===== src/rtl/brk_pkg.sv =====
package brk_pkg;
  typedef struct packed {
    logic ifetch;
    logic dacc;
    logic rd;
    logic wr;
    logic cpu;
    logic per;
  } brk_cond_t;
endpackage


===== src/rtl/brk_cmp.sv =====
module brk_cmp #(
  parameter int AW = 32
) (
  input  logic [AW-1:0] addr,
  input  logic [AW-1:0] ref_addr,
  input  logic [AW-1:0] mask,
  output logic          hit
);
  // bit 0 never takes part: everything is halfword granular
  localparam logic [AW-1:0] CARE = ~AW'(1);
  assign hit = (((addr ^ ref_addr) & ~mask & CARE) == '0);
endmodule


===== src/rtl/brk_fetch_track.sv =====
module brk_fetch_track #(
  parameter int AW = 32
) (
  input  logic          clk,
  input  logic          rst_n,
  input  logic          en,
  input  logic [AW-1:0] cfg_addr,
  input  logic [AW-1:0] cfg_mask,
  input  logic          fetch_valid,
  input  logic [AW-3:0] fetch_word,
  input  logic          ex_valid,
  input  logic [AW-2:0] ex_hw,
  output logic          ex_hit
);
  localparam int HALVES = 2;

  logic [AW-3:0]     word_q;
  logic [HALVES-1:0] arm_q;
  logic [HALVES-1:0] fm;

  for (genvar h = 0; h < HALVES; h++) begin : g_half
    logic hw_hit;
    brk_cmp #(.AW(AW)) u_cmp (
      .addr     ({fetch_word, 1'(h), 1'b0}),
      .ref_addr (cfg_addr),
      .mask     (cfg_mask),
      .hit      (hw_hit)
    );
    assign fm[h] = fetch_valid & en & hw_hit;
  end

  logic same_word;
  assign same_word = (ex_hw[AW-2:1] == word_q);
  assign ex_hit    = ex_valid & en & same_word & arm_q[ex_hw[0]];

  always_ff @(posedge clk or negedge rst_n) begin
    if (!rst_n) begin
      word_q <= '0;
      arm_q  <= '0;
    end else if (|fm) begin
      word_q <= fetch_word;
      arm_q  <= fm;
    end else if (ex_valid && same_word) begin
      arm_q[ex_hw[0]] <= 1'b0;
    end
  end
endmodule


===== src/rtl/brk_data_match.sv =====
module brk_data_match
  import brk_pkg::*;
#(
  parameter int AW = 32
) (
  input  brk_cond_t     cond,
  input  logic [AW-1:0] cfg_addr,
  input  logic [AW-1:0] cfg_mask,
  input  logic          dacc_valid,
  input  logic [AW-1:0] dacc_addr,
  input  logic          dacc_write,
  input  logic          dacc_periph,
  output logic          d_hit
);
  logic a_hit, dir_ok, mst_ok;

  brk_cmp #(.AW(AW)) u_cmp (
    .addr     (dacc_addr),
    .ref_addr (cfg_addr),
    .mask     (cfg_mask),
    .hit      (a_hit)
  );

  assign dir_ok = dacc_write  ? cond.wr  : cond.rd;
  assign mst_ok = dacc_periph ? cond.per : cond.cpu;
  assign d_hit  = dacc_valid & cond.dacc & a_hit & dir_ok & mst_ok;
endmodule


===== src/rtl/brk_pend.sv =====
module brk_pend #(
  parameter int AW = 32
) (
  input  logic          clk,
  input  logic          rst_n,
  input  logic          imm_hit,
  input  logic          def_hit,
  input  logic          d_hit,
  input  logic [AW-1:0] ex_pc,
  input  logic          ret_valid,
  input  logic          ret_accept,
  input  logic [AW-1:0] ret_next_pc,
  input  logic          brk_ready,
  output logic          brk_valid,
  output logic [AW-1:0] brk_pc
);
  logic pend_q;
  logic busy;
  assign busy = pend_q | brk_valid;

  always_ff @(posedge clk or negedge rst_n) begin
    if (!rst_n) begin
      pend_q    <= 1'b0;
      brk_valid <= 1'b0;
      brk_pc    <= '0;
    end else begin
      if (brk_valid && brk_ready) brk_valid <= 1'b0;
      if (!busy) begin
        if (imm_hit) begin
          brk_valid <= 1'b1;
          brk_pc    <= ex_pc;
        end else if (def_hit || d_hit) begin
          pend_q <= 1'b1;
        end
      end else if (pend_q && ret_valid && ret_accept) begin
        pend_q    <= 1'b0;
        brk_valid <= 1'b1;
        brk_pc    <= ret_next_pc;
      end
    end
  end
endmodule


===== src/rtl/brk_unit.sv =====
module brk_unit
  import brk_pkg::*;
#(
  parameter int AW = 32
) (
  input  logic          clk,
  input  logic          rst_n,
  input  logic [AW-1:0] cfg_addr,
  input  logic [AW-1:0] cfg_mask,
  input  logic          cfg_ifetch,
  input  logic          cfg_dacc,
  input  logic          cfg_rd,
  input  logic          cfg_wr,
  input  logic          cfg_cpu,
  input  logic          cfg_per,
  input  logic          fetch_valid,
  input  logic [AW-3:0] fetch_word,
  input  logic          ex_valid,
  input  logic [AW-1:0] ex_pc,
  input  logic          ex_dslot,
  input  logic          ex_post_inhibit,
  input  logic          ret_valid,
  input  logic          ret_accept,
  input  logic [AW-1:0] ret_next_pc,
  input  logic          dacc_valid,
  input  logic [AW-1:0] dacc_addr,
  input  logic          dacc_write,
  input  logic          dacc_periph,
  output logic          brk_valid,
  input  logic          brk_ready,
  output logic [AW-1:0] brk_pc,
  output logic          stat_hit,
  input  logic          stat_clr
);
  brk_cond_t cond;
  assign cond = '{ifetch: cfg_ifetch, dacc: cfg_dacc, rd: cfg_rd,
                  wr: cfg_wr, cpu: cfg_cpu, per: cfg_per};

  logic i_hit, d_hit, defer;

  brk_fetch_track #(.AW(AW)) u_fetch (
    .clk         (clk),
    .rst_n       (rst_n),
    .en          (cond.ifetch),
    .cfg_addr    (cfg_addr),
    .cfg_mask    (cfg_mask),
    .fetch_valid (fetch_valid),
    .fetch_word  (fetch_word),
    .ex_valid    (ex_valid),
    .ex_hw       (ex_pc[AW-1:1]),
    .ex_hit      (i_hit)
  );

  brk_data_match #(.AW(AW)) u_data (
    .cond        (cond),
    .cfg_addr    (cfg_addr),
    .cfg_mask    (cfg_mask),
    .dacc_valid  (dacc_valid),
    .dacc_addr   (dacc_addr),
    .dacc_write  (dacc_write),
    .dacc_periph (dacc_periph),
    .d_hit       (d_hit)
  );

  assign defer = ex_dslot | ex_post_inhibit;

  brk_pend #(.AW(AW)) u_pend (
    .clk         (clk),
    .rst_n       (rst_n),
    .imm_hit     (i_hit & ~defer),
    .def_hit     (i_hit & defer),
    .d_hit       (d_hit),
    .ex_pc       (ex_pc),
    .ret_valid   (ret_valid),
    .ret_accept  (ret_accept),
    .ret_next_pc (ret_next_pc),
    .brk_ready   (brk_ready),
    .brk_valid   (brk_valid),
    .brk_pc      (brk_pc)
  );

  always_ff @(posedge clk or negedge rst_n) begin
    if (!rst_n)              stat_hit <= 1'b0;
    else if (i_hit || d_hit) stat_hit <= 1'b1;
    else if (stat_clr)       stat_hit <= 1'b0;
  end
endmodule


===== config.mk =====
export PLATFORM = sky130hd
export DESIGN_NAME = brk_unit
export DESIGN_NICKNAME = d
export VERILOG_FILES = /design/src/rtl/brk_pkg.sv /design/src/rtl/brk_cmp.sv /design/src/rtl/brk_fetch_track.sv /design/src/rtl/brk_data_match.sv /design/src/rtl/brk_pend.sv /design/src/rtl/brk_unit.sv
export SDC_FILE = /design/constraint.sdc
export NUM_CORES = 1
export LEC_CHECK = 0
export BUFFER_PORTS_ARGS = -buffer_cell sky130_fd_sc_hd__buf_2
export CAP_MARGIN = 0
export CORE_AREA = 2 2 129 131
export DETAILED_ROUTE_END_ITERATION = 8
export DIE_AREA = 0 0 131 133
export PLACE_DENSITY = 0.54
export SYNTH_ARGS = -nofsm -noshare
export SYNTH_HDL_FRONTEND = slang
export SYNTH_SLANG_ARGS = --single-unit

===== constraint.sdc =====
create_clock -name clk -period 2.4 [get_ports clk]
set_clock_uncertainty 0.15 [all_clocks]
set_input_delay 0.24 -clock clk [delete_from_list [all_inputs] [get_ports clk]]
set_output_delay 0.24 -clock clk [all_outputs]
set_load 0.02 [all_outputs]

==> metrics <==
# nets final 814; combinational family with the most area after synthesis XOR/XNOR gates; Compound-Gate Fraction of Synth Area 0.192; Lkg Pwr roughly 2.9 nW; Die W 131 um; worst slew pin tran 567 ps; setup TNS 0 ps; syn_nets 560; Hold/Removal Path Class in2reg; Max-slew headroom 0.622; adder-cell share of the synthesized area 0; endpoints failing setup 0; most frequent cells in the layout buf_2 (238), dfrtp_1 (67), xnor2_1 (64); Finished Core Util 0.365; post-route clock period utilization 0.978; Detailed Routing Iterations Pass 1 4; initial antenna violation count 4; Post-DRT Antenna Nets 0; Total GRT Usage 0.179; Fin Hold WS 20.3 ps; Fillers 1,632; FF/Latch Area around 1700 um^2; post-synthesis mux area share 0.0934; Pwr Density 478 nW/um^2; worst vdd ir between 300 and 400 uV; Die Y 133 um; vias in the first global route 4,005; CTS Root Cell clkbuf_16; TritonCTS clock tree yes; Max Cap Viol 0; outcome complete, no violations; max-slew violations 0; Seq/Total Area, Yosys 0.424; Reg clk slew, reported paths approximately 50 ps; GPL Wtd Cong 0.899; CTS max path bufs 2; layout cell share with drive strength beyond 1 0.516; Skew-Pair Late Insertion Delay about 330 ps; WP data required between 2000 and 2500 ps; vias per cell 4.56; final hold violation count 0; Post-DP Area 5480 um^2; WL final 15.6 mm; Syn Area/Cell 11.3 um^2; largest net degree at the start of global routing 42; clk sinks 67; htree depth 3; Worst EP arrival 2420 ps; area of the multi-input gates 2270 um^2; CORE AREA 16,200 um^2; CP Class reg2reg; element type at the critical path end flip-flop; TritonCTS Buffers 9; IO Pins 243; Syn Inst Count ~350; I/O Buffers approximately 240; Cell variety after synth 31; post-DP HPWL between 10 and 15 mm; area grow syn2layout 49.3%; Post-Synth Simple-Gate Area 0.0658; f_max 426 MHz; RSZ-0062 raised after global routing true; Final Critical Period 2350 ps; Die Area 17,400 um^2; initial core utilization 0.244; first-pass GRT wire length 22.5 mm; Congestion Overflow GR 0; via count around 3,800; design area a little under 6000 um^2; Power Total 2.82 mW; Site Rows 47; drt wl/cell approximately 19 um; Synth Warn # 0; commonest non-fill, non-tap cell in the layout buf_2; 1st-iter DRT viols between 100 and 150; Cell Area, Synth between 3000 and 4000 um^2; CP Max Fanout 19; synthesized flop and latch total 67; DRC errors left 0; XOR/XNOR Fraction of Synth Area 0.202; Startpoint Class flip-flop
==> worst max-delay path, stage by stage (launching register included) <==
cell     delay [ps]
dfrtp_1         400
xor2_2          170
nor4_4          320
nand4_1         130
or4_4           580
buf_12          190
o22a_1          180
o21a_1          100
==> repair_timing <==
action | in CTS | in global routing
endpoints found under the setup margin | 20 | 33
setup buffers | 0 | 1
gates resized for setup | 4 | 14
hold buffers | 2 | 0
gates cloned | 0 | 1
endpoints found under the hold margin | 40 | 0
pin swaps | 1 | 17
==> power breakdown <==
part | leakage, nW | switching [mW] | internal (mW)
Clock | 0.132 | 0.471 | 0.716
Sequential | 0.936 | 0.00195 | 1.13
Combinational | 1.85 | 0.251 | 0.247
==> metrics by stage <==
step | setup WS [ps] | std cells
floorplan | 217 | 351
global placement | 10.5 | 810
detailed placement | -28.7 | 810
CTS | 29.7 | 827
global route | -69.5 | 830
finish | 53.5 | 831
==> final cells by class <==
| type | count | area share |
|---|---|---|
| timing repair buffer | 256 | 0.239 |
| tap | 220 | 0.0466 |
| clock inverter | 3 | 0.00254 |
| clock buffer | 12 | 0.0418 |
| multi-input combinational | 269 | 0.384 |
| inverter | 2 | 0.00127 |
| antenna | 2 | 0.000848 |
| sequential | 67 | 0.284 |
==> worst paths after layout <==
check | start | endpoint | slack, ps | cells past startpoint
max reg2reg | u_fetch.word_q[2] | u_pend.brk_pc[29] | 50 | 7
min in group asynchronous | rst_n | u_pend.brk_pc[0] | 290 | 2
min | fetch_word[29] | u_fetch.word_q[29] | 20 | 2
max | u_fetch.word_q[2] | u_pend.brk_pc[29] | 50 | 7
max in group asynchronous | rst_n | u_fetch.word_q[1] | 1180 | 3
min reg2reg | u_pend.brk_pc[11] | u_pend.brk_pc[11] | 330 | 1
==> state kept, by name (all words and copies together) (netlist names) <==
name and cells:
u_pend.brk_valid 1, u_pend.brk_pc 32, stat_hit 1, u_fetch.arm_q 2, u_pend.pend_q 1, u_fetch.word_q 30
==> synth_stat cells (all sizes together) <==
| library cell | number | area [um^2] |
|---|---|---|
| mux2i | 2 | 20.0 |
| a21oi | 2 | 10.0 |
| inv | 2 | 7.51 |
| nand4 | 4 | 25.0 |
| xor2 | 27 | 236 |
| o22ai | 29 | 181 |
| o211ai | 1 | 7.51 |
| dfrtp | 67 | 1680 |
| a31o | 1 | 8.76 |
| nor4 | 14 | 106 |
| or2 | 1 | 6.26 |
| nor2 | 5 | 18.8 |
| nor3b | 1 | 7.51 |
| buf | 7 | 61.3 |
| nor3 | 3 | 15.0 |
| nand3 | 3 | 15.0 |
| mux2 | 31 | 349 |
| o22a | 32 | 280 |
| o41ai | 3 | 26.3 |
| xnor2 | 64 | 561 |
| or4 | 2 | 15.0 |
| clkbuf | 6 | 22.5 |
| o21ai | 1 | 5.00 |
| nand2b | 1 | 6.26 |
| o21a | 32 | 240 |
| and4 | 1 | 8.76 |
| nand2 | 9 | 36.3 |
==> kinds of logic (layout without fill, tap and decap cells) <==
group | Yosys count | in the layout
xor gates and xnor gates | 91 | 91
and+or+nand+nor | 44 | 44
other | 0 | 2
DFF | 67 | 67
AOI/OAI and AO/OA | 101 | 101
buffers and inverters | 15 | 273
muxes | 33 | 33
==> layer usage <==
| layer | global-route usage | part of all wire | routed length (um) | up-vias |
|---|---|---|---|---|
| met5 | 0 | 0.0017 | 27 | - |
| met4 | 0.0496 | 0.014 | 219 | 4 |
| met3 | 0.0550 | 0.072 | 1120 | 16 |
| met2 | 0.309 | 0.49 | 7720 | 165 |
| met1 | 0.213 | 0.42 | 6510 | 1788 |
| li1 | - | - | - | 1818 |
Power figures use the tool's default switching activity.
